===== src/rtl/nia_pkg.sv =====
package nia_pkg;

   localparam int CMD_W  = 3;
   localparam int COND_W = 2;

   typedef enum logic [CMD_W-1:0] {
      CMD_STEP   = 3'd0,
      CMD_JUMP   = 3'd1,
      CMD_BRANCH = 3'd2,
      CMD_CALL   = 3'd3,
      CMD_RET    = 3'd4,
      CMD_HALT   = 3'd5
   } nia_cmd_e;

   typedef enum logic [COND_W-1:0] {
      COND_ZSET = 2'b00,
      COND_ZCLR = 2'b01,
      COND_CSET = 2'b10,
      COND_CCLR = 2'b11
   } nia_cond_e;

endpackage


===== src/rtl/nia_cond_eval.sv =====
module nia_cond_eval
   import nia_pkg::*;
(
   input  logic [COND_W-1:0] cond_i,
   input  logic              flag_z_i,
   input  logic              flag_c_i,
   output logic              take_o
);

   logic sel_flag;

   // Upper bit picks the flag, lower bit inverts the test
   always_comb begin
      sel_flag = cond_i[1] ? flag_c_i : flag_z_i;
      take_o   = cond_i[0] ? ~sel_flag : sel_flag;
   end

endmodule


===== src/rtl/nia_ret_stack.sv =====
module nia_ret_stack #(
   parameter int AW        = 10,
   parameter int DEPTH     = 16,
   parameter bit CLEAR_MEM = 1'b1
) (
   input  logic          clk,
   input  logic          rst_n,
   input  logic          push_i,
   input  logic          pop_i,
   input  logic [AW-1:0] push_data_i,
   output logic [AW-1:0] top_o,
   output logic          full_o,
   output logic          empty_o
);

   localparam int CW = $clog2(DEPTH + 1);

   logic [CW-1:0] cnt_q;
   logic [AW-1:0] mem_q [DEPTH];

   always_ff @(posedge clk) begin
      if (!rst_n) begin
         cnt_q <= '0;
      end else if (push_i && !full_o) begin
         cnt_q <= cnt_q + CW'(1);
      end else if (pop_i && !empty_o) begin
         cnt_q <= cnt_q - CW'(1);
      end
   end

   // One write port per entry; the variant decides whether storage is reset
   for (genvar g = 0; g < DEPTH; g++) begin : g_entry
      if (CLEAR_MEM) begin : g_clr
         always_ff @(posedge clk) begin
            if (!rst_n) begin
               mem_q[g] <= '0;
            end else if (push_i && !full_o && cnt_q == CW'(g)) begin
               mem_q[g] <= push_data_i;
            end
         end
      end else begin : g_noclr
         always_ff @(posedge clk) begin
            if (rst_n && push_i && !full_o && cnt_q == CW'(g)) begin
               mem_q[g] <= push_data_i;
            end
         end
      end
   end

   always_comb begin
      top_o = '0;
      for (int i = 0; i < DEPTH; i++) begin
         if (cnt_q == CW'(i + 1)) top_o = mem_q[i];
      end
   end

   assign full_o  = (cnt_q == CW'(DEPTH));
   assign empty_o = (cnt_q == '0);

   // the selector never pushes into a full stack
   p_no_push_full_r8: assert property (@(posedge clk) disable iff (!rst_n)
      full_o |-> !push_i);

   // the selector never pops an empty stack
   p_no_pop_empty_r9: assert property (@(posedge clk) disable iff (!rst_n)
      empty_o |-> !pop_i);

   // occupancy never exceeds the depth
   p_cnt_bound_r10: assert property (@(posedge clk) disable iff (!rst_n)
      cnt_q <= CW'(DEPTH));

   // a full stack that is not popped stays full
   p_full_hold_r8: assert property (@(posedge clk) disable iff (!rst_n)
      (full_o && !pop_i) |=> full_o);

endmodule


===== src/rtl/nia_next_sel.sv =====
module nia_next_sel
   import nia_pkg::*;
#(
   parameter int AW = 10
) (
   input  logic [CMD_W-1:0] cmd_i,
   input  logic [AW-1:0]    pc_i,
   input  logic [AW-1:0]    tgt_i,
   input  logic             halted_i,
   input  logic             take_i,
   input  logic             stk_full_i,
   input  logic             stk_empty_i,
   input  logic [AW-1:0]    stk_top_i,
   output logic [AW-1:0]    next_pc_o,
   output logic [AW-1:0]    ret_addr_o,
   output logic             push_o,
   output logic             pop_o,
   output logic             set_halt_o,
   output logic             set_ovf_o,
   output logic             set_unf_o
);

   logic [AW-1:0] pc_inc;

   assign pc_inc     = pc_i + AW'(1);
   assign ret_addr_o = pc_inc;

   always_comb begin
      next_pc_o  = pc_inc;
      push_o     = 1'b0;
      pop_o      = 1'b0;
      set_halt_o = 1'b0;
      set_ovf_o  = 1'b0;
      set_unf_o  = 1'b0;
      if (halted_i) begin
         next_pc_o = pc_i;
      end else begin
         case (cmd_i)
            CMD_JUMP:   next_pc_o = tgt_i;
            CMD_BRANCH: next_pc_o = take_i ? tgt_i : pc_inc;
            CMD_CALL: begin
               if (stk_full_i) begin
                  set_ovf_o = 1'b1;
               end else begin
                  push_o    = 1'b1;
                  next_pc_o = tgt_i;
               end
            end
            CMD_RET: begin
               if (stk_empty_i) begin
                  set_unf_o = 1'b1;
               end else begin
                  pop_o     = 1'b1;
                  next_pc_o = stk_top_i;
               end
            end
            CMD_HALT: begin
               set_halt_o = 1'b1;
               next_pc_o  = pc_i;
            end
            default: next_pc_o = pc_inc;
         endcase
      end
   end

endmodule


===== src/rtl/nia_unit.sv =====
module nia_unit
   import nia_pkg::*;
#(
   parameter int AW              = 10,
   parameter int DEPTH           = 16,
   parameter bit CLEAR_STACK_MEM = 1'b1
) (
   input  logic             clk,
   input  logic             rst_n,
   input  logic [CMD_W-1:0] cmd_i,
   input  logic [AW-1:0]    tgt_i,
   input  logic [COND_W-1:0] cond_i,
   input  logic             flag_z_i,
   input  logic             flag_c_i,
   output logic [AW-1:0]    pc_o,
   output logic             halted_o,
   output logic             stk_ovf_o,
   output logic             stk_unf_o
);

   if (AW < 2) begin : g_bad_aw
      $error("nia_unit: AW must be at least 2");
   end
   if (DEPTH < 2) begin : g_bad_depth
      $error("nia_unit: DEPTH must be at least 2");
   end

   logic [AW-1:0] pc_q, next_pc, ret_addr, stk_top;
   logic          halted_q, ovf_q, unf_q;
   logic          take, push, pop, set_halt, set_ovf, set_unf;
   logic          stk_full, stk_empty;

   nia_cond_eval u_cond (
      .cond_i   (cond_i),
      .flag_z_i (flag_z_i),
      .flag_c_i (flag_c_i),
      .take_o   (take)
   );

   nia_next_sel #(.AW(AW)) u_sel (
      .cmd_i       (cmd_i),
      .pc_i        (pc_q),
      .tgt_i       (tgt_i),
      .halted_i    (halted_q),
      .take_i      (take),
      .stk_full_i  (stk_full),
      .stk_empty_i (stk_empty),
      .stk_top_i   (stk_top),
      .next_pc_o   (next_pc),
      .ret_addr_o  (ret_addr),
      .push_o      (push),
      .pop_o       (pop),
      .set_halt_o  (set_halt),
      .set_ovf_o   (set_ovf),
      .set_unf_o   (set_unf)
   );

   nia_ret_stack #(.AW(AW), .DEPTH(DEPTH), .CLEAR_MEM(CLEAR_STACK_MEM)) u_stk (
      .clk         (clk),
      .rst_n       (rst_n),
      .push_i      (push),
      .pop_i       (pop),
      .push_data_i (ret_addr),
      .top_o       (stk_top),
      .full_o      (stk_full),
      .empty_o     (stk_empty)
   );

   always_ff @(posedge clk) begin
      if (!rst_n) begin
         pc_q     <= '0;
         halted_q <= 1'b0;
         ovf_q    <= 1'b0;
         unf_q    <= 1'b0;
      end else begin
         pc_q     <= next_pc;
         halted_q <= halted_q | set_halt;
         ovf_q    <= ovf_q | set_ovf;
         unf_q    <= unf_q | set_unf;
      end
   end

   assign pc_o      = pc_q;
   assign halted_o  = halted_q;
   assign stk_ovf_o = ovf_q;
   assign stk_unf_o = unf_q;

   // a step advances the PC by one
   p_step_inc_r2: assert property (@(posedge clk) disable iff (!rst_n)
      (!halted_o && cmd_i == CMD_STEP) |=> pc_o == AW'($past(pc_o) + AW'(1)));

   // a jump lands on the target
   p_jump_load_r3: assert property (@(posedge clk) disable iff (!rst_n)
      (!halted_o && cmd_i == CMD_JUMP) |=> pc_o == $past(tgt_i));

   // a call that fits lands on the target
   p_call_load_r5: assert property (@(posedge clk) disable iff (!rst_n)
      (!halted_o && cmd_i == CMD_CALL && !stk_full) |=> pc_o == $past(tgt_i));

   // once halted, the PC and the halt state are frozen
   p_halt_freeze_r7: assert property (@(posedge clk) disable iff (!rst_n)
      halted_o |=> ($stable(pc_o) && halted_o));

   // the overflow flag is sticky
   p_ovf_sticky_r8: assert property (@(posedge clk) disable iff (!rst_n)
      stk_ovf_o |=> stk_ovf_o);

   // the underflow flag is sticky
   p_unf_sticky_r9: assert property (@(posedge clk) disable iff (!rst_n)
      stk_unf_o |=> stk_unf_o);

endmodule


===== config.mk =====
export PLATFORM = sky130hd
export DESIGN_NAME = nia_unit
export DESIGN_NICKNAME = d
export VERILOG_FILES = /design/src/rtl/nia_pkg.sv /design/src/rtl/nia_cond_eval.sv /design/src/rtl/nia_ret_stack.sv /design/src/rtl/nia_next_sel.sv /design/src/rtl/nia_unit.sv
export SDC_FILE = /design/constraint.sdc
export NUM_CORES = 1
export LEC_CHECK = 0
export BUFFER_PORTS_ARGS = -buffer_cell sky130_fd_sc_hd__buf_2
export CORE_UTILIZATION = 40
export DETAILED_ROUTE_END_ITERATION = 7
export GPL_TIMING_DRIVEN = 0
export PLACE_DENSITY_LB_ADDON = 0.05
export SLEW_MARGIN = 20
export SYNTH_ARGS = -nofsm -noshare
export SYNTH_HDL_FRONTEND = slang
export SYNTH_SLANG_ARGS = --single-unit

===== constraint.sdc =====
create_clock -name clk -period 4.3 [get_ports clk]
set_input_delay 0.86 -clock clk [delete_from_list [all_inputs] [get_ports clk]]
set_output_delay 0.86 -clock clk [all_outputs]
set_load 0.02 [all_outputs]

# After elaboration in Yosys (flattened, before gate mapping)
# Memory sizes are Yosys's and may differ from the RTL's.
# Index checks and enable logic that the tools add are counted.
[classes]
bitwise_logic = 22
reduce_logical = 23
muxes = 103
n_eq_ne = 21
add_sub_neg = 3
[op_table]
columns = ["op", "count"]
rows = [
  ["$mux W10", 35],
  ["$mux W1", 65],
  ["$pmux W10 S5", 1],
  ["$eq A5 B4 Y1 const B", 8],
  ["$eq A5 B3 Y1 const B", 4],
  ["$or A1 B1 Y1", 19],
  ["$logic_and A1 B1 Y1", 18],
  ["$add A10 B1 Y10 const B", 1],
  ["$eq A5 B2 Y1 const B", 2],
  ["$mux W5", 2],
  ["$eq A3 B2 Y1 const B", 2],
  ["$eq A3 B3 Y1 const B", 2],
  ["$add A5 B1 Y5 const B", 1],
  ["$eq A5 B1 Y1 const B", 1],
  ["$eq A5 B5 Y1 const B", 1],
  ["$logic_not A5 Y1", 1],
  ["$sub A5 B1 Y5 const B", 1],
  ["$eq A3 B1 Y1 const B", 1],
  ["$not A1 Y1", 3],
  ["$logic_not A1 Y1", 2],
  ["$reduce_and A2 Y1", 1],
  ["$reduce_bool A2 Y1", 1],
]
[totals]
output_inout_bits = 13
inputBits = 19
ff_bits = 18
ram_bits = 160
n_memories = 1
wordCells = 178
[mem_list]
columns = ["name", "depth", "word_bits", "read_ports", "rd_clocked_by_memory_dff", "wr", "line_no", "source"]
rows = [
  ["u_stk.mem_q", 16, 10, 16, 0, 16, "nia_ret_stack.sv:19", "logic [AW-1:0] mem_q [DEPTH];"],
]

# Longest topological paths before layout
# Gate-level depths: netlist (run 1).
[depth]
word_depth = 19
depth_mapped = 13
depth_no_buf = 9

# Hierarchy
# Synthesis (run 1) repeated with hierarchy kept, for this count alone.
[hier_totals]
hier_cells = 857
hier_area_um2 = 9532.9
[by_module_without_submodules]
columns = ["module", "instances", "cells_each", "area_per_inst_um2", "seq_area_each_um2"]
rows = [
  ["nia_ret_stack", 1, 746, 8518.2, 4904.7],
  ["nia_next_sel", 1, 82, 639.4, 0.0],
  ["nia_unit", 1, 27, 356.6, 260.2],
  ["nia_cond_eval", 1, 2, 18.8, 0.0],
]

# Worst setup path before layout (run 1)
# OpenSTA, ideal clock, no wires.
[synth_path]
path_kind = "reg-to-reg"
startpoint = "register u_stk.cnt_q[1]"
endpoint = "memory u_stk.mem_q[15][0], in the netlist u_stk.mem_q[1][70] (enable)"
setup_time_ns = 0.391
setup_slack_ns = 1.109
t_arrival_ns = 2.800
period_less_slack_ns = 3.191
t_required_ns = 3.909
n_path_buf = 4
path_stages_with_launch = 10
cell_sequence = "dfxtp_1 -> ha_1 -> clkbuf_1 -> clkbuf_1 -> clkbuf_1 -> and3_1 -> ha_1 -> clkbuf_1 -> inv_1 -> o21ai_0"
[synth_lines]
columns = ["item", "line_no", "source"]
rows = [
  ["start, declared", "nia_ret_stack.sv:18", "logic [CW-1:0] cnt_q;"],
  ["start signal, assigned", "nia_ret_stack.sv:25", "cnt_q <= cnt_q + CW'(1);"],
  ["start signal, assigned", "nia_ret_stack.sv:27", "cnt_q <= cnt_q - CW'(1);"],
  ["end, declared", "nia_ret_stack.sv:19", ""],
]

# Final worst setup path (run 1)
[layout_path]
startpoint = "register u_stk.cnt_q[0]"
endpoint = "register pc_q[3], in the netlist pc_o[3]"
[layout_via]
elab_chain_cells = 19
word_cells_on_any_way = 36
classes_between = "eq/ne (16); mux (19); reduce/logical (1)"
[layout_rtl]
columns = ["item", "line_no", "source"]
rows = [
  ["$eq A5 B1 Y1", "nia_ret_stack.sv:53", "if (cnt_q == CW'(i + 1)) top_o = mem_q[i];"],
  ["$mux W10 (16 in series)", "nia_ret_stack.sv:53", ""],
  ["$mux W10", "nia_next_sel.sv:50", "if (stk_empty_i) begin"],
  ["$pmux W10 S5 (*)", "nia_next_sel.sv:38", "case (cmd_i)"],
  ["end signal, assigned", "nia_unit.sv:76", "pc_q <= next_pc;"],
  ["end, declared", "nia_unit.sv:28", "logic [AW-1:0] pc_q, next_pc, ret_addr, stk_top;"],
]
# Mark *: on every way between the ends. The rest lies on a longest branch, timed or not.
# A chain may end at the register's enable or synchronous reset.

==> results of run 1 <==
==> area by class of cell <==
class / count / area share [%]
Sequential cell: 178 / 48.8
Clock inverter: 11 / 1.12
Multi-Input combinational cell: 668 / 36.8
Inverter: 12 / 0.426
Tap cell: 313 / 3.70
Buffer: 66 / 2.77
Clock buffer: 18 / 4.06
Timing Repair Buffer: 41 / 2.32
==> state kept, by name (all words and copies together) (netlist names) <==
| name | count |
|---|---|
| pc_o | 10 |
| u_stk.cnt_q | 5 |
| u_stk.mem_q | 160 |
| halted_o | 1 |
| stk_unf_o | 1 |
| stk_ovf_o | 1 |
==> routing by layer <==
layer | vias up | track usage (%) | part of all wire, %
met3 | 73 | 7.06 | 9.6
met2 | 485 | 45.5 | 43
met1 | 4079 | 46.2 | 44
met5 | - | 0 | 0
li1 | 3545 | - | -
met4 | 0 | 11.1 | 3.1
==> power by group <==
group	internal, W	leakage [nW]	switching, W
registers	0.00195	1.80	0.0000543
logic	0.000173	1.67	0.000499
clock network	0.000807	0.272	0.000750
==> final timing paths <==
path | slack [ns] | from | to | depth (start not counted)
setup / recovery | 0.27 | u_stk.cnt_q[0] | pc_o[3] | 12
hold / removal | 0.47 | stk_unf_o | stk_unf_o | 1
setup reg to reg | 0.27 | u_stk.cnt_q[0] | pc_o[3] | 12
hold reg to reg | 0.47 | stk_unf_o | stk_unf_o | 1
==> through the flow <==
stage | instance area [sq um] | utilization, %
after floorplan | 9340 | -
after global placement | 9890 | 43.4
after detailed placement | 10000 | 44.0
after CTS | 10600 | 46.4
after global routing | 10600 | 46.4
final | 10600 | 46.4
==> Yosys cell counts, types with 9 or more instances <==
library cell and number:
a21o_1 10, a21oi_1 49, buf_2 18, clkbuf_1 43
dfxtp_1 18, edfxtp_1 160, nand2_1 60, nand2_2 9
nand2b_1 9, nand3_1 25, nor2_1 215, nor2b_1 15
o211ai_1 13, o21ai_0 51, xnor2_1 11
==> worst max-delay path, delay by kind of cell (launching register included) <==
kind | cells | cell delay, ns
AND/OR/NAND/NOR | 3 | 0.67
buffers and inverters | 4 | 1.09
AO/OA/AOI/OAI | 3 | 1.40
flip-flops | 1 | 0.36
adder cells (fa/ha/maj) | 2 | 0.39
==> timing repair <==
item | in CTS | in global routing
endpoints found under the hold margin | 0 | 0
endpoints found under the setup margin | 2 | 2
gates resized for setup | 2 | 2
==> logic make-up after synthesis <==
logic type      after synthesis
simple gates                405
compound gates              236
flops                       178
buf+inv                      78
xor+xnor                     13
mux                           7
fa+ha+maj                     7
==> impl_metrics.prom, run 1 <==
# TYPE chip_impl_metric gauge
chip_impl_metric{name="final_layout_size_suffix_gt1_share",unit="%"} 12.7
chip_impl_info{name="critical_path.startpoint_type",value="flip-flop"} 1
chip_impl_metric{name="grt_max_degree",unit=""} 17
chip_impl_metric{name="routed_wirelength",unit="mm"} 36.8
chip_impl_metric{name="worst_setup_hold_path_clk_slew",unit="ns"} 0.07
chip_impl_metric{name="postSynthAreaPerCell",unit="sq um"} 10.1
chip_impl_metric{name="finalClockSkew",unit="ns"} 0.0106
chip_impl_metric{name="synth-compound-area-share",unit="%"} 17.1
chip_impl_metric{name="seq_area_frac_synth",unit="%"} 55.3
chip_impl_info{name="outcome",value="finished, final reports clean"} 1
chip_impl_metric{name="p_leak",unit="nW"} 3.74
chip_impl_metric{name="post_drt_wl_per_cell",unit="um"} 28.1
chip_impl_info{name="yosys_most_used_dff",value="edfxtp_1"} 1
chip_impl_metric{name="io_pins",unit=""} 32
chip_impl_metric{name="fp-row-count",unit=""} 55
chip_impl_metric{name="post-route-worst-setup-slack",unit="ns"} 0.272
chip_impl_metric{name="max-slew-margin-rel",unit="%"} 34.3
chip_impl_metric{name="minimum_clock_period",unit="ns"} 4.03
chip_impl_metric{name="die-height",unit="um"} 155
chip_impl_metric{name="fraction_of_the_mapped_netlist_area_in_adder_cells",unit="%"} 0.938
chip_impl_metric{name="fin_nets",unit=""} 1010
chip_impl_metric{name="post_synth_design_cell_area",unit="sq mm"} 0.00934
chip_impl_metric{name="clock_insertion_delay_worst_skew",unit="ns"} 0.45
chip_impl_metric{name="report.power.total",unit="W"} 0.00423
chip_impl_metric{name="gpl.final_weighted_congestion",unit=""} 0.939
chip_impl_info{name="cts_tree",value="done"} 1
chip_impl_metric{name="yosysTopAreaCellShare",unit="%"} 51.4
chip_impl_info{name="cts.root.buffer_cell",value="clkbuf_16"} 1
chip_impl_info{name="final_cell_mix",value="nor2_1, edfxtp_1, nand2_1"} 1
chip_impl_metric{name="yosys_warnings",unit=""} 0
chip_impl_metric{name="drcViolationCount",unit=""} 0
chip_impl_metric{name="timing.final.crit_share",unit="%"} 93.7
chip_impl_metric{name="antenna_found_initial",unit=""} 0
chip_impl_info{name="netlist_top_cells_area",value="edfxtp_1, nor2_1, dfxtp_1"} 1
chip_impl_metric{name="number_of_flops_mapped_to_enable_cells_by_yosys",unit=""} 160
chip_impl_metric{name="ys_types",unit=""} 81
chip_impl_metric{name="cts_inserted_buffers",unit=""} 17
chip_impl_metric{name="total_of_hold_buffers_inserted_after_clock_tree_synthesis",unit=""} 0
chip_impl_metric{name="vias",unit=""} 8182
chip_impl_metric{name="route.antenna.remaining_nets",unit=""} 0
chip_impl_info{name="rsz_0062_raised_after_global_routing",value="false"} 1
chip_impl_metric{name="post-place-cells",unit=""} 1278
chip_impl_metric{name="max-clock-path-buffers",unit=""} 2
chip_impl_metric{name="fmax",unit="GHz"} 0.248
chip_impl_info{name="crit_path_cell_trace",value="ha_1 > clkbuf_1 > clkbuf_2 > clkbuf_2 > and3_1 > ha_1 > clkbuf_1 > nor2_2 > o2111ai_1 > a2111oi_1 > nor4_1 > a221o_1"} 1
chip_impl_info{name="leading_cell_type_in_the_layout_fill_and_taps_excluded",value="nor2_1"} 1
chip_impl_metric{name="postSynthCellCount",unit=""} 924
chip_impl_metric{name="place_worst_setup_slack",unit="ns"} -0.0797
chip_impl_metric{name="cts-htree-levels",unit=""} 4
chip_impl_metric{name="floorplan.die.width",unit="um"} 155
chip_impl_metric{name="grt_first_pass_wirelength",unit="mm"} 52.9
chip_impl_metric{name="postSynth.asyncResetShare",unit="%"} 0
chip_impl_metric{name="muxShareOfSynthArea",unit="%"} 0.777
chip_impl_metric{name="area.sequential",unit="sq mm"} 0.00516
chip_impl_metric{name="gr-total-overflow",unit=""} 0
chip_impl_metric{name="yosys.area_share.xor_xnor",unit="%"} 1.22
chip_impl_metric{name="grt_pass1_vias",unit=""} 7609
chip_impl_metric{name="maxCapViolCount",unit=""} 0
chip_impl_info{name="netlist.top_cell.by_area",value="edfxtp_1"} 1
chip_impl_metric{name="port-buffer-count",unit=""} 31
chip_impl_metric{name="synthesis.nets",unit=""} 950
chip_impl_metric{name="number_of_hold_violations_in_the_final_report",unit=""} 0
chip_impl_metric{name="number_of_drc_violations_after_detailed_routing_iteration_0",unit=""} 1048
chip_impl_info{name="crit_path_end_kind",value="flip-flop"} 1
chip_impl_metric{name="first_pass_iters",unit=""} 5
chip_impl_metric{name="multiInputGateArea",unit="sq mm"} 0.00389
chip_impl_metric{name="post_layout_nonfiller_instances",unit=""} 1307
chip_impl_info{name="synth_top_family_by_area",value="simple AND/OR/NAND/NOR gates"} 1
chip_impl_info{name="critPathSlowestCell",value="a2111oi_1"} 1
chip_impl_metric{name="globalRouteTotalUtil",unit="%"} 31.5
chip_impl_metric{name="filler_cell_count",unit=""} 2224
chip_impl_metric{name="placeableCoreArea",unit="sq mm"} 0.0228
chip_impl_metric{name="die_area",unit="sq mm"} 0.0240
chip_impl_metric{name="cts_sinks",unit=""} 178
chip_impl_metric{name="crit_required",unit="ns"} 4.63
chip_impl_metric{name="crit_path_max_incr_delay",unit="ns"} 0.88
chip_impl_metric{name="area_delta_synth_final",unit="%"} 13.3
chip_impl_metric{name="dp_hpwl",unit="mm"} 26.0
chip_impl_metric{name="final_max_slew_viol_count",unit=""} 0
chip_impl_metric{name="timing.critical_path.arrival",unit="ns"} 4.36
chip_impl_metric{name="pin_slew_with_the_least_headroom_to_its_limit",unit="ns"} 0.985
chip_impl_info{name="timing_worst_setup_path_type",value="reg2reg"} 1
chip_impl_metric{name="route.detailed.vias_per_inst",unit=""} 6.26
chip_impl_metric{name="power.density_cell_area",unit="mW/mm^2"} 400
chip_impl_metric{name="post-cts-setup-buffer-count",unit=""} 0
chip_impl_metric{name="synth_simple_gate_area_share",unit="%"} 21.1
chip_impl_metric{name="setup-tns-final",unit="ns"} 0
chip_impl_metric{name="timing.final.setup_violations",unit=""} 0
chip_impl_metric{name="synth-seq-cells",unit=""} 178
chip_impl_metric{name="max-vdd-ir-drop",unit="mV"} 0.232
chip_impl_metric{name="initial_utilization",unit="%"} 41.0
chip_impl_metric{name="minimum_hold_slack",unit="ns"} 0.472
chip_impl_metric{name="worst-path-max-fanout",unit=""} 10
chip_impl_info{name="hold_class",value="reg2reg"} 1
chip_impl_metric{name="n_antenna_cell",unit=""} 0
No activity file was read; power rests on OpenSTA's default activity.
==> inputs of run 2 (changes only) <==
--- a/config.mk
+++ b/config.mk
@@ -6,9 +6,12 @@
 export NUM_CORES = 1
 export LEC_CHECK = 0
 export BUFFER_PORTS_ARGS = -buffer_cell sky130_fd_sc_hd__buf_2
+export CORE_ASPECT_RATIO = 0.8
 export CORE_UTILIZATION = 40
 export DETAILED_ROUTE_END_ITERATION = 7
+export GPL_ROUTABILITY_DRIVEN = 0
 export GPL_TIMING_DRIVEN = 0
+export HOLD_SLACK_MARGIN = 0.05
 export PLACE_DENSITY_LB_ADDON = 0.05
 export SLEW_MARGIN = 20
 export SYNTH_ARGS = -nofsm -noshare
==> impl_metrics.prom, run 2 (synthesis results as in run 1) <==
# TYPE chip_impl_metric gauge
chip_impl_info{name="outcome",value="finished, final reports clean"} 1
chip_impl_metric{name="die_area",unit="sq mm"} 0.0240
chip_impl_metric{name="p_leak",unit="nW"} 3.75
chip_impl_metric{name="post-cts-setup-buffer-count",unit=""} 0
chip_impl_metric{name="floorplan.die.width",unit="um"} 173
chip_impl_metric{name="cts_sinks",unit=""} 178
chip_impl_metric{name="port-buffer-count",unit=""} 31
chip_impl_info{name="cts_tree",value="done"} 1
chip_impl_info{name="timing_worst_setup_path_type",value="reg2reg"} 1
chip_impl_metric{name="timing.reg2reg.worst_path_depth",unit=""} 12
chip_impl_metric{name="grt_max_degree",unit=""} 17
chip_impl_metric{name="post-route-cell-area",unit="sq mm"} 0.0106
chip_impl_metric{name="timing.critical_path.arrival",unit="ns"} 4.40
chip_impl_metric{name="fmax",unit="GHz"} 0.246
chip_impl_metric{name="fin_nets",unit=""} 1014
chip_impl_metric{name="post_drt_wl_per_cell",unit="um"} 27.9
chip_impl_metric{name="total_of_hold_buffers_inserted_after_clock_tree_synthesis",unit=""} 0
chip_impl_metric{name="gr-total-overflow",unit=""} 0
chip_impl_metric{name="layout.core_utilization",unit="%"} 46.8
chip_impl_info{name="critical_path.reg2reg.startpoint",value="u_stk.cnt_q[0]"} 1
chip_impl_info{name="worstSetupStartpoint",value="u_stk.cnt_q[0]"} 1
chip_impl_metric{name="final_max_slew_viol_count",unit=""} 0
chip_impl_metric{name="n_antenna_cell",unit=""} 0
chip_impl_metric{name="routed_wirelength",unit="mm"} 36.5
chip_impl_info{name="leading_cell_type_in_the_layout_fill_and_taps_excluded",value="nor2_1"} 1
chip_impl_metric{name="clock_insertion_delay_worst_skew",unit="ns"} 0.45
chip_impl_info{name="top_register",value="u_stk.mem_q"} 1
chip_impl_metric{name="maxCapViolCount",unit=""} 0
chip_impl_metric{name="vias",unit=""} 8119
chip_impl_info{name="crit_path_end",value="pc_o[3]"} 1
chip_impl_metric{name="number_of_hold_violations_in_the_final_report",unit=""} 0
chip_impl_metric{name="drcViolationCount",unit=""} 0
chip_impl_metric{name="largest_register_ffs",unit=""} 160
chip_impl_info{name="hold_class",value="reg2reg"} 1
chip_impl_info{name="critical_path.startpoint_type",value="flip-flop"} 1
chip_impl_metric{name="area.sequential",unit="sq mm"} 0.00516
chip_impl_metric{name="post-route-worst-setup-slack",unit="ns"} 0.234
chip_impl_info{name="rsz_0062_raised_after_global_routing",value="false"} 1
chip_impl_metric{name="grt_pass1_vias",unit=""} 7468
chip_impl_metric{name="multiInputGateArea",unit="sq mm"} 0.00389
chip_impl_metric{name="area_delta_synth_final",unit="%"} 13.7
chip_impl_metric{name="io_pins",unit=""} 32
chip_impl_metric{name="crit_required",unit="ns"} 4.64
chip_impl_metric{name="dp_hpwl",unit="mm"} 26.1
chip_impl_metric{name="postCtsResizedCells",unit=""} 1
chip_impl_info{name="crit_path_end_kind",value="flip-flop"} 1
chip_impl_metric{name="timing.final.setup_violations",unit=""} 0
chip_impl_metric{name="route.antenna.remaining_nets",unit=""} 0
chip_impl_metric{name="minimum_clock_period",unit="ns"} 4.07
chip_impl_metric{name="minimum_hold_slack",unit="ns"} 0.463
chip_impl_metric{name="reg2reg_slack",unit="ns"} 0.23
chip_impl_metric{name="detailed_place.area",unit="sq mm"} 0.0101
chip_impl_metric{name="fp-row-count",unit=""} 49
chip_impl_metric{name="cts_inserted_buffers",unit=""} 17
chip_impl_metric{name="placeableCoreArea",unit="sq mm"} 0.0227
chip_impl_metric{name="first_pass_iters",unit=""} 7
chip_impl_metric{name="timing.final.crit_share",unit="%"} 94.6
chip_impl_info{name="final_cell_mix",value="nor2_1, edfxtp_1, nand2_1"} 1
chip_impl_metric{name="worst_setup_hold_path_clk_slew",unit="ns"} 0.07
chip_impl_metric{name="max-clock-path-buffers",unit=""} 2
chip_impl_metric{name="filler_cell_count",unit=""} 2187
chip_impl_metric{name="final_layout_size_suffix_gt1_share",unit="%"} 12.7
chip_impl_metric{name="max-slew-margin-rel",unit="%"} 32.2
chip_impl_metric{name="pin_slew_with_the_least_headroom_to_its_limit",unit="ns"} 1.02
chip_impl_metric{name="cts-htree-levels",unit=""} 4
chip_impl_metric{name="place_worst_setup_slack",unit="ns"} -0.0730
chip_impl_metric{name="max-vdd-ir-drop",unit="mV"} 0.260
chip_impl_metric{name="report.power.total",unit="W"} 0.00424
chip_impl_metric{name="globalRouteTotalUtil",unit="%"} 30.8
chip_impl_metric{name="worst-path-max-fanout",unit=""} 10
chip_impl_metric{name="finalClockSkew",unit="ns"} 0.0136
chip_impl_metric{name="route.detailed.vias_per_inst",unit=""} 6.22
chip_impl_info{name="cts.root.buffer_cell",value="clkbuf_16"} 1
chip_impl_info{name="timing.rr.end",value="pc_o[3]"} 1
chip_impl_metric{name="grt_first_pass_wirelength",unit="mm"} 52.5
chip_impl_metric{name="initial_utilization",unit="%"} 41.2
chip_impl_metric{name="die-height",unit="um"} 139
chip_impl_metric{name="number_of_drc_violations_after_detailed_routing_iteration_0",unit=""} 1263
chip_impl_metric{name="power.density_cell_area",unit="mW/mm^2"} 399
chip_impl_metric{name="antenna_found_initial",unit=""} 0
-- run 2: changes by cell type in the layout (fill, tap and decap cells not counted), moves of 2 or more --
cell / before / now
buf_4: 7 / 9
buf_6: 6 / 8
clkbuf_1: 41 / 43
clkinv_1: 2 / 4
clkinvlp_4: 0 / 4
inv_6: 5 / 3
inv_8: 2 / 0
-- run 2: final cells by class --
class	instances	share of cell area (%)
plain buffers	66	2.74
clock buffers	19	4.08
clock inverters	12	1.25
inverters	12	0.424
multi-input cells	668	36.6
flip-flops and latches	178	48.6
well taps	306	3.60
repair buffers	45	2.66
-- run 2: critical path, cell delays in order (launching register included) --
cell and delay (ns):
dfxtp_1 0.38, ha_1 0.23, clkbuf_1 0.20, clkbuf_2 0.31
clkbuf_2 0.33, and3_1 0.26, ha_1 0.18, clkbuf_1 0.25
nor2_2 0.29, o2111ai_1 0.20, a2111oi_1 0.82, nor4_1 0.19
a221o_1 0.31
-- run 2: through the flow --
step           cells  TNS [ns]
6_report        1306         0
5_1_grt         1306         0
4_1_cts         1306         0
3_5_place_dp    1275     -1.42
3_3_place_gp    1261    -41.38
2_1_floorplan    924         0
-- run 2: worst min-delay path by stage --
| stage | start | to | slack (ns) | cells past startpoint |
|---|---|---|---|---|
| finish | stk_unf_o | stk_unf_o | 0.46 | 1 |
| global route | stk_unf_o | stk_unf_o | 0.49 | 1 |
| CTS | stk_unf_o | stk_unf_o | 0.47 | 1 |
| detailed placement | stk_unf_o | stk_unf_o | 0.45 | 1 |
| global placement | stk_unf_o | stk_unf_o | 0.44 | 1 |
| floorplan | u_stk.cnt_q[1] | u_stk.cnt_q[1] | 0.53 | 2 |
-- run 2: where the power goes --
group	switching (W)	internal, W	total [W]	leakage [nW]
Sequential	0.0000538	0.00195	0.00200	1.80
Combinational	0.000508	0.000177	0.000685	1.69
Clock	0.000698	0.000854	0.00155	0.262
-- run 2: per-layer routing --
| metal | routed length (um) | GRT usage, % | share of wire (%) | up-vias |
|---|---|---|---|---|
| met5 | 0 | 0 | 0 | - |
| met4 | 1030 | 10.2 | 2.8 | 0 |
| li1 | - | - | - | 3562 |
| met1 | 16700 | 46.7 | 46 | 4006 |
| met2 | 14300 | 40.9 | 39 | 485 |
| met3 | 4420 | 9.57 | 12 | 66 |
==> inputs of run 3 (changes only) <==
--- a/config.mk
+++ b/config.mk
@@ -16,4 +16,5 @@
 export SLEW_MARGIN = 20
 export SYNTH_ARGS = -nofsm -noshare
 export SYNTH_HDL_FRONTEND = slang
+export SYNTH_HIERARCHICAL = 1
 export SYNTH_SLANG_ARGS = --single-unit
==> impl_metrics.prom, run 3 <==
# TYPE chip_impl_metric gauge
chip_impl_info{name="cts_tree",value="done"} 1
chip_impl_metric{name="cts-htree-levels",unit=""} 4
chip_impl_metric{name="max-vdd-ir-drop",unit="mV"} 0.263
chip_impl_metric{name="post_layout_nonfiller_instances",unit=""} 1237
chip_impl_metric{name="synthesis.nets",unit=""} 883
chip_impl_metric{name="p_clk_share",unit="%"} 39.1
chip_impl_metric{name="number_of_flops_mapped_to_enable_cells_by_yosys",unit=""} 160
chip_impl_metric{name="route.antenna.remaining_nets",unit=""} 0
chip_impl_metric{name="vias",unit=""} 7614
chip_impl_metric{name="number_of_drc_violations_after_detailed_routing_iteration_0",unit=""} 931
chip_impl_metric{name="post_synth_design_cell_area",unit="sq mm"} 0.00953
chip_impl_metric{name="crit_path_max_incr_delay",unit="ns"} 0.86
chip_impl_metric{name="grt_max_degree",unit=""} 18
chip_impl_metric{name="final_max_slew_viol_count",unit=""} 0
chip_impl_metric{name="die_area",unit="sq mm"} 0.0245
chip_impl_metric{name="io_pins",unit=""} 32
chip_impl_metric{name="postSynth.asyncResetShare",unit="%"} 0
chip_impl_info{name="synth_commonest_cells",value="edfxtp_1, and3_1, and2_1, nand2_1"} 1
chip_impl_metric{name="gr-total-overflow",unit=""} 0
chip_impl_metric{name="sequentialPowerShare",unit="%"} 50.0
chip_impl_metric{name="timing.reg2reg.worst_path_depth",unit=""} 10
chip_impl_metric{name="power.density_cell_area",unit="mW/mm^2"} 371
chip_impl_metric{name="dp_hpwl",unit="mm"} 23.4
chip_impl_info{name="crit_path_end_kind",value="flip-flop"} 1
chip_impl_metric{name="max-slew-margin-rel",unit="%"} 23.8
chip_impl_metric{name="worst-path-max-fanout",unit=""} 13
chip_impl_info{name="critical_path.startpoint_type",value="flip-flop"} 1
chip_impl_metric{name="fraction_of_the_mapped_netlist_area_in_adder_cells",unit="%"} 0.919
chip_impl_info{name="min-delay-start",value="stk_ovf_o"} 1
chip_impl_info{name="post-synth-top-count-cell",value="edfxtp_1"} 1
chip_impl_metric{name="drcViolationCount",unit=""} 0
chip_impl_metric{name="reg2reg_slack",unit="ns"} 0.16
chip_impl_metric{name="netSwitchingPower",unit="W"} 0.00110
chip_impl_metric{name="cts_sinks",unit=""} 178
chip_impl_metric{name="finalClockSkew",unit="ns"} 0.0138
chip_impl_metric{name="first_pass_iters",unit=""} 7
chip_impl_metric{name="filler_cell_count",unit=""} 2171
chip_impl_metric{name="fin_nets",unit=""} 938
chip_impl_info{name="hold_class",value="reg2reg"} 1
chip_impl_metric{name="timing.final.setup_violations",unit=""} 0
chip_impl_metric{name="combPwrFrac",unit="%"} 10.9
chip_impl_metric{name="n_antenna_cell",unit=""} 0
chip_impl_metric{name="power.switching_fraction",unit="%"} 27.6
chip_impl_metric{name="cts_inserted_buffers",unit=""} 17
chip_impl_metric{name="crit_required",unit="ns"} 4.35
chip_impl_metric{name="seq_area_frac_synth",unit="%"} 54.2
chip_impl_metric{name="area_delta_synth_final",unit="%"} 12.6
chip_impl_info{name="outcome",value="finished, final reports clean"} 1
chip_impl_info{name="top_register",value="u_stk/mem_q"} 1
chip_impl_metric{name="largest_register_ffs",unit=""} 160
chip_impl_info{name="netlist_top_cells_area",value="edfxtp_1, and3_1, and2_1"} 1
chip_impl_metric{name="post_drt_wl_per_cell",unit="um"} 26.4
chip_impl_metric{name="postCtsResizedCells",unit=""} 0
chip_impl_metric{name="postSynthAreaPerCell",unit="sq um"} 11.1
chip_impl_metric{name="routed_wirelength",unit="mm"} 32.7
chip_impl_metric{name="total_of_hold_buffers_inserted_after_clock_tree_synthesis",unit=""} 0
chip_impl_metric{name="post-place-cells",unit=""} 1206
chip_impl_metric{name="worst_setup_hold_path_clk_slew",unit="ns"} 0.07
chip_impl_metric{name="post-route-cell-area",unit="sq mm"} 0.0107
chip_impl_metric{name="floorplan.die.width",unit="um"} 175
chip_impl_metric{name="postSynthCellCount",unit=""} 857
chip_impl_info{name="timing.rr.end",value="u_stk/mem_q[2][13]"} 1
chip_impl_info{name="leading_cell_type_in_the_layout_fill_and_taps_excluded",value="edfxtp_1"} 1
chip_impl_metric{name="die-height",unit="um"} 140
chip_impl_info{name="synth_top_family_by_area",value="simple AND/OR/NAND/NOR gates"} 1
chip_impl_metric{name="globalRouteTotalUtil",unit="%"} 27.4
chip_impl_metric{name="detailed_place.area",unit="sq mm"} 0.0102
chip_impl_metric{name="number_of_hold_violations_in_the_final_report",unit=""} 0
chip_impl_metric{name="timing.critical_path.arrival",unit="ns"} 4.20
chip_impl_metric{name="grt_first_pass_wirelength",unit="mm"} 48.2
chip_impl_metric{name="yosys.area_share.xor_xnor",unit="%"} 1.27
chip_impl_metric{name="maxCapViolCount",unit=""} 0
chip_impl_info{name="netlist.top_cell.by_area",value="edfxtp_1"} 1
chip_impl_info{name="cts.root.buffer_cell",value="clkbuf_16"} 1
chip_impl_metric{name="ys_types",unit=""} 85
chip_impl_metric{name="synth_simple_gate_area_share",unit="%"} 22.6
chip_impl_metric{name="initial_utilization",unit="%"} 40.7
chip_impl_info{name="yosys_most_used_dff",value="edfxtp_1"} 1
chip_impl_metric{name="placeableCoreArea",unit="sq mm"} 0.0234
chip_impl_metric{name="clock_insertion_delay_worst_skew",unit="ns"} 0.44
chip_impl_metric{name="antenna_found_initial",unit=""} 1
chip_impl_metric{name="port-buffer-count",unit=""} 30
chip_impl_metric{name="yosysTopAreaCellShare",unit="%"} 50.4
chip_impl_metric{name="pin_slew_with_the_least_headroom_to_its_limit",unit="ns"} 1.13
chip_impl_metric{name="yosys_warnings",unit=""} 6
chip_impl_metric{name="final_layout_size_suffix_gt1_share",unit="%"} 16.1
chip_impl_metric{name="grt_pass1_vias",unit=""} 7423
chip_impl_info{name="critical_path.reg2reg.startpoint",value="u_stk/cnt_q[0]"} 1
chip_impl_info{name="final_cell_mix",value="edfxtp_1, and3_1, and2_1"} 1
chip_impl_metric{name="synth-compound-area-share",unit="%"} 15.4
chip_impl_info{name="timing_worst_setup_path_type",value="reg2reg"} 1
chip_impl_metric{name="p_leak",unit="nW"} 4.31
chip_impl_metric{name="post-cts-setup-buffer-count",unit=""} 0
chip_impl_metric{name="cellInternalPower",unit="W"} 0.00288
chip_impl_metric{name="synth-seq-cells",unit=""} 178
chip_impl_metric{name="fp-row-count",unit=""} 50
chip_impl_metric{name="fmax",unit="GHz"} 0.241
chip_impl_info{name="rsz_0062_raised_after_global_routing",value="false"} 1
chip_impl_metric{name="minimum_clock_period",unit="ns"} 4.14
chip_impl_metric{name="max-clock-path-buffers",unit=""} 2
chip_impl_metric{name="worst_hold_depth",unit=""} 1
chip_impl_info{name="crit_path_cell_trace",value="inv_1 > ha_1 > nand4bb_1 > buf_2 > inv_2 > nor4b_2 > buf_4 > nand2_1 > clkbuf_1 > o21ai_1"} 1
chip_impl_metric{name="muxShareOfSynthArea",unit="%"} 0.223
chip_impl_metric{name="timing.final.crit_share",unit="%"} 96.3
chip_impl_info{name="critPathSlowestCell",value="o21ai_1"} 1
chip_impl_metric{name="route.detailed.vias_per_inst",unit=""} 6.16
chip_impl_info{name="min_delay_worst_endpoint",value="stk_ovf_o"} 1
-- run 3: cell count changes after synthesis, sizes merged, moves of 7 or more --
cell,previous run,this run
o21ai,59,44
nand3,26,13
inv,10,27
a221oi,7,20
o211ai,13,6
nor2,216,21
nor3,10,19
and3,4,116
nand2,69,55
and2,5,64
nor2b,15,1
buf,23,36
a21o,10,3
-- run 3: how the worst max path moves through the flow --
stage | slack, ns | startpoint | cells past startpoint | endpoint
6_report | 0.16 | u_stk/cnt_q[0] | 10 | u_stk/mem_q[2][13]
5_1_grt | 0.008 | u_stk/cnt_q[0] | 10 | u_stk/mem_q[2][13]
4_1_cts | 0.05 | u_stk/cnt_q[1] | 16 | pc_o[3]
3_5_place_dp | 0.06 | u_stk/cnt_q[1] | 16 | pc_o[3]
3_3_place_gp | -1.40 | u_stk/cnt_q[0] | 9 | u_stk/mem_q[0][34]
2_1_floorplan | 0.84 | u_stk/cnt_q[0] | 9 | u_stk/mem_q[0][30]
-- run 3: final cells by class --
class | instances | area [sq um] | area share [%]
sequential | 178 | 5160 | 48.1
multi-input combinational | 570 | 3890 | 36.2
clock buffer | 19 | 433 | 4.03
buffer | 81 | 408 | 3.80
tap | 312 | 390 | 3.64
timing repair buffer | 37 | 203 | 1.89
clock inverter | 13 | 145 | 1.35
inverter | 27 | 101 | 0.944
-- run 3: metrics by stage --
stage / setup WS (ns) / util, % / hold WS [ns] / power [W] / setup TNS [ns]
floorplan: 0.837 / - / 0.570 / 0.00225 / 0
global route: 0.00786 / 45.9 / 0.486 / 0.00410 / 0
detailed placement: 0.0595 / 43.4 / 0.441 / 0.00245 / 0
finish: 0.158 / 45.9 / 0.449 / 0.00398 / 0
CTS: 0.0490 / 45.9 / 0.456 / 0.00400 / 0
global placement: -1.40 / 43.1 / 0.436 / 0.00244 / -164.71
-- run 3: critical path, delay by kind of cell, from the launching register on --
family | cells | cell delay (ns)
flops | 1 | 0.41
compound gates | 1 | 0.86
buf+inv | 5 | 1.33
fa+ha+maj | 1 | 0.40
simple gates | 3 | 0.75
-- run 3: power groups by stage --
stage | clock [W] | sequential, W | combinational [W]
finish | 0.00156 | 0.00199 | 0.000435
CTS | 0.00158 | 0.00199 | 0.000427
global placement | 0 | 0.00203 | 0.000414
floorplan | 0 | 0.00202 | 0.000223
global route | 0.00164 | 0.00200 | 0.000457
detailed placement | 0 | 0.00203 | 0.000426
-- run 3: per-layer routing --
metal	global-route usage (%)	wire (um)	share of wire (%)
met5	0	0	0
met4	11.2	1060	3.3
met3	8.47	3440	11
met2	38.1	13500	41
met1	39.3	14700	45
-- run 3: logic make-up (layout without fill, tap and decap cells) --
group,Yosys count,in the layout
xor+xnor,13,13
simple gates,345,345
mux,2,2
flops,178,178
buf+inv,109,177
compound gates,203,203
fa+ha+maj,7,7
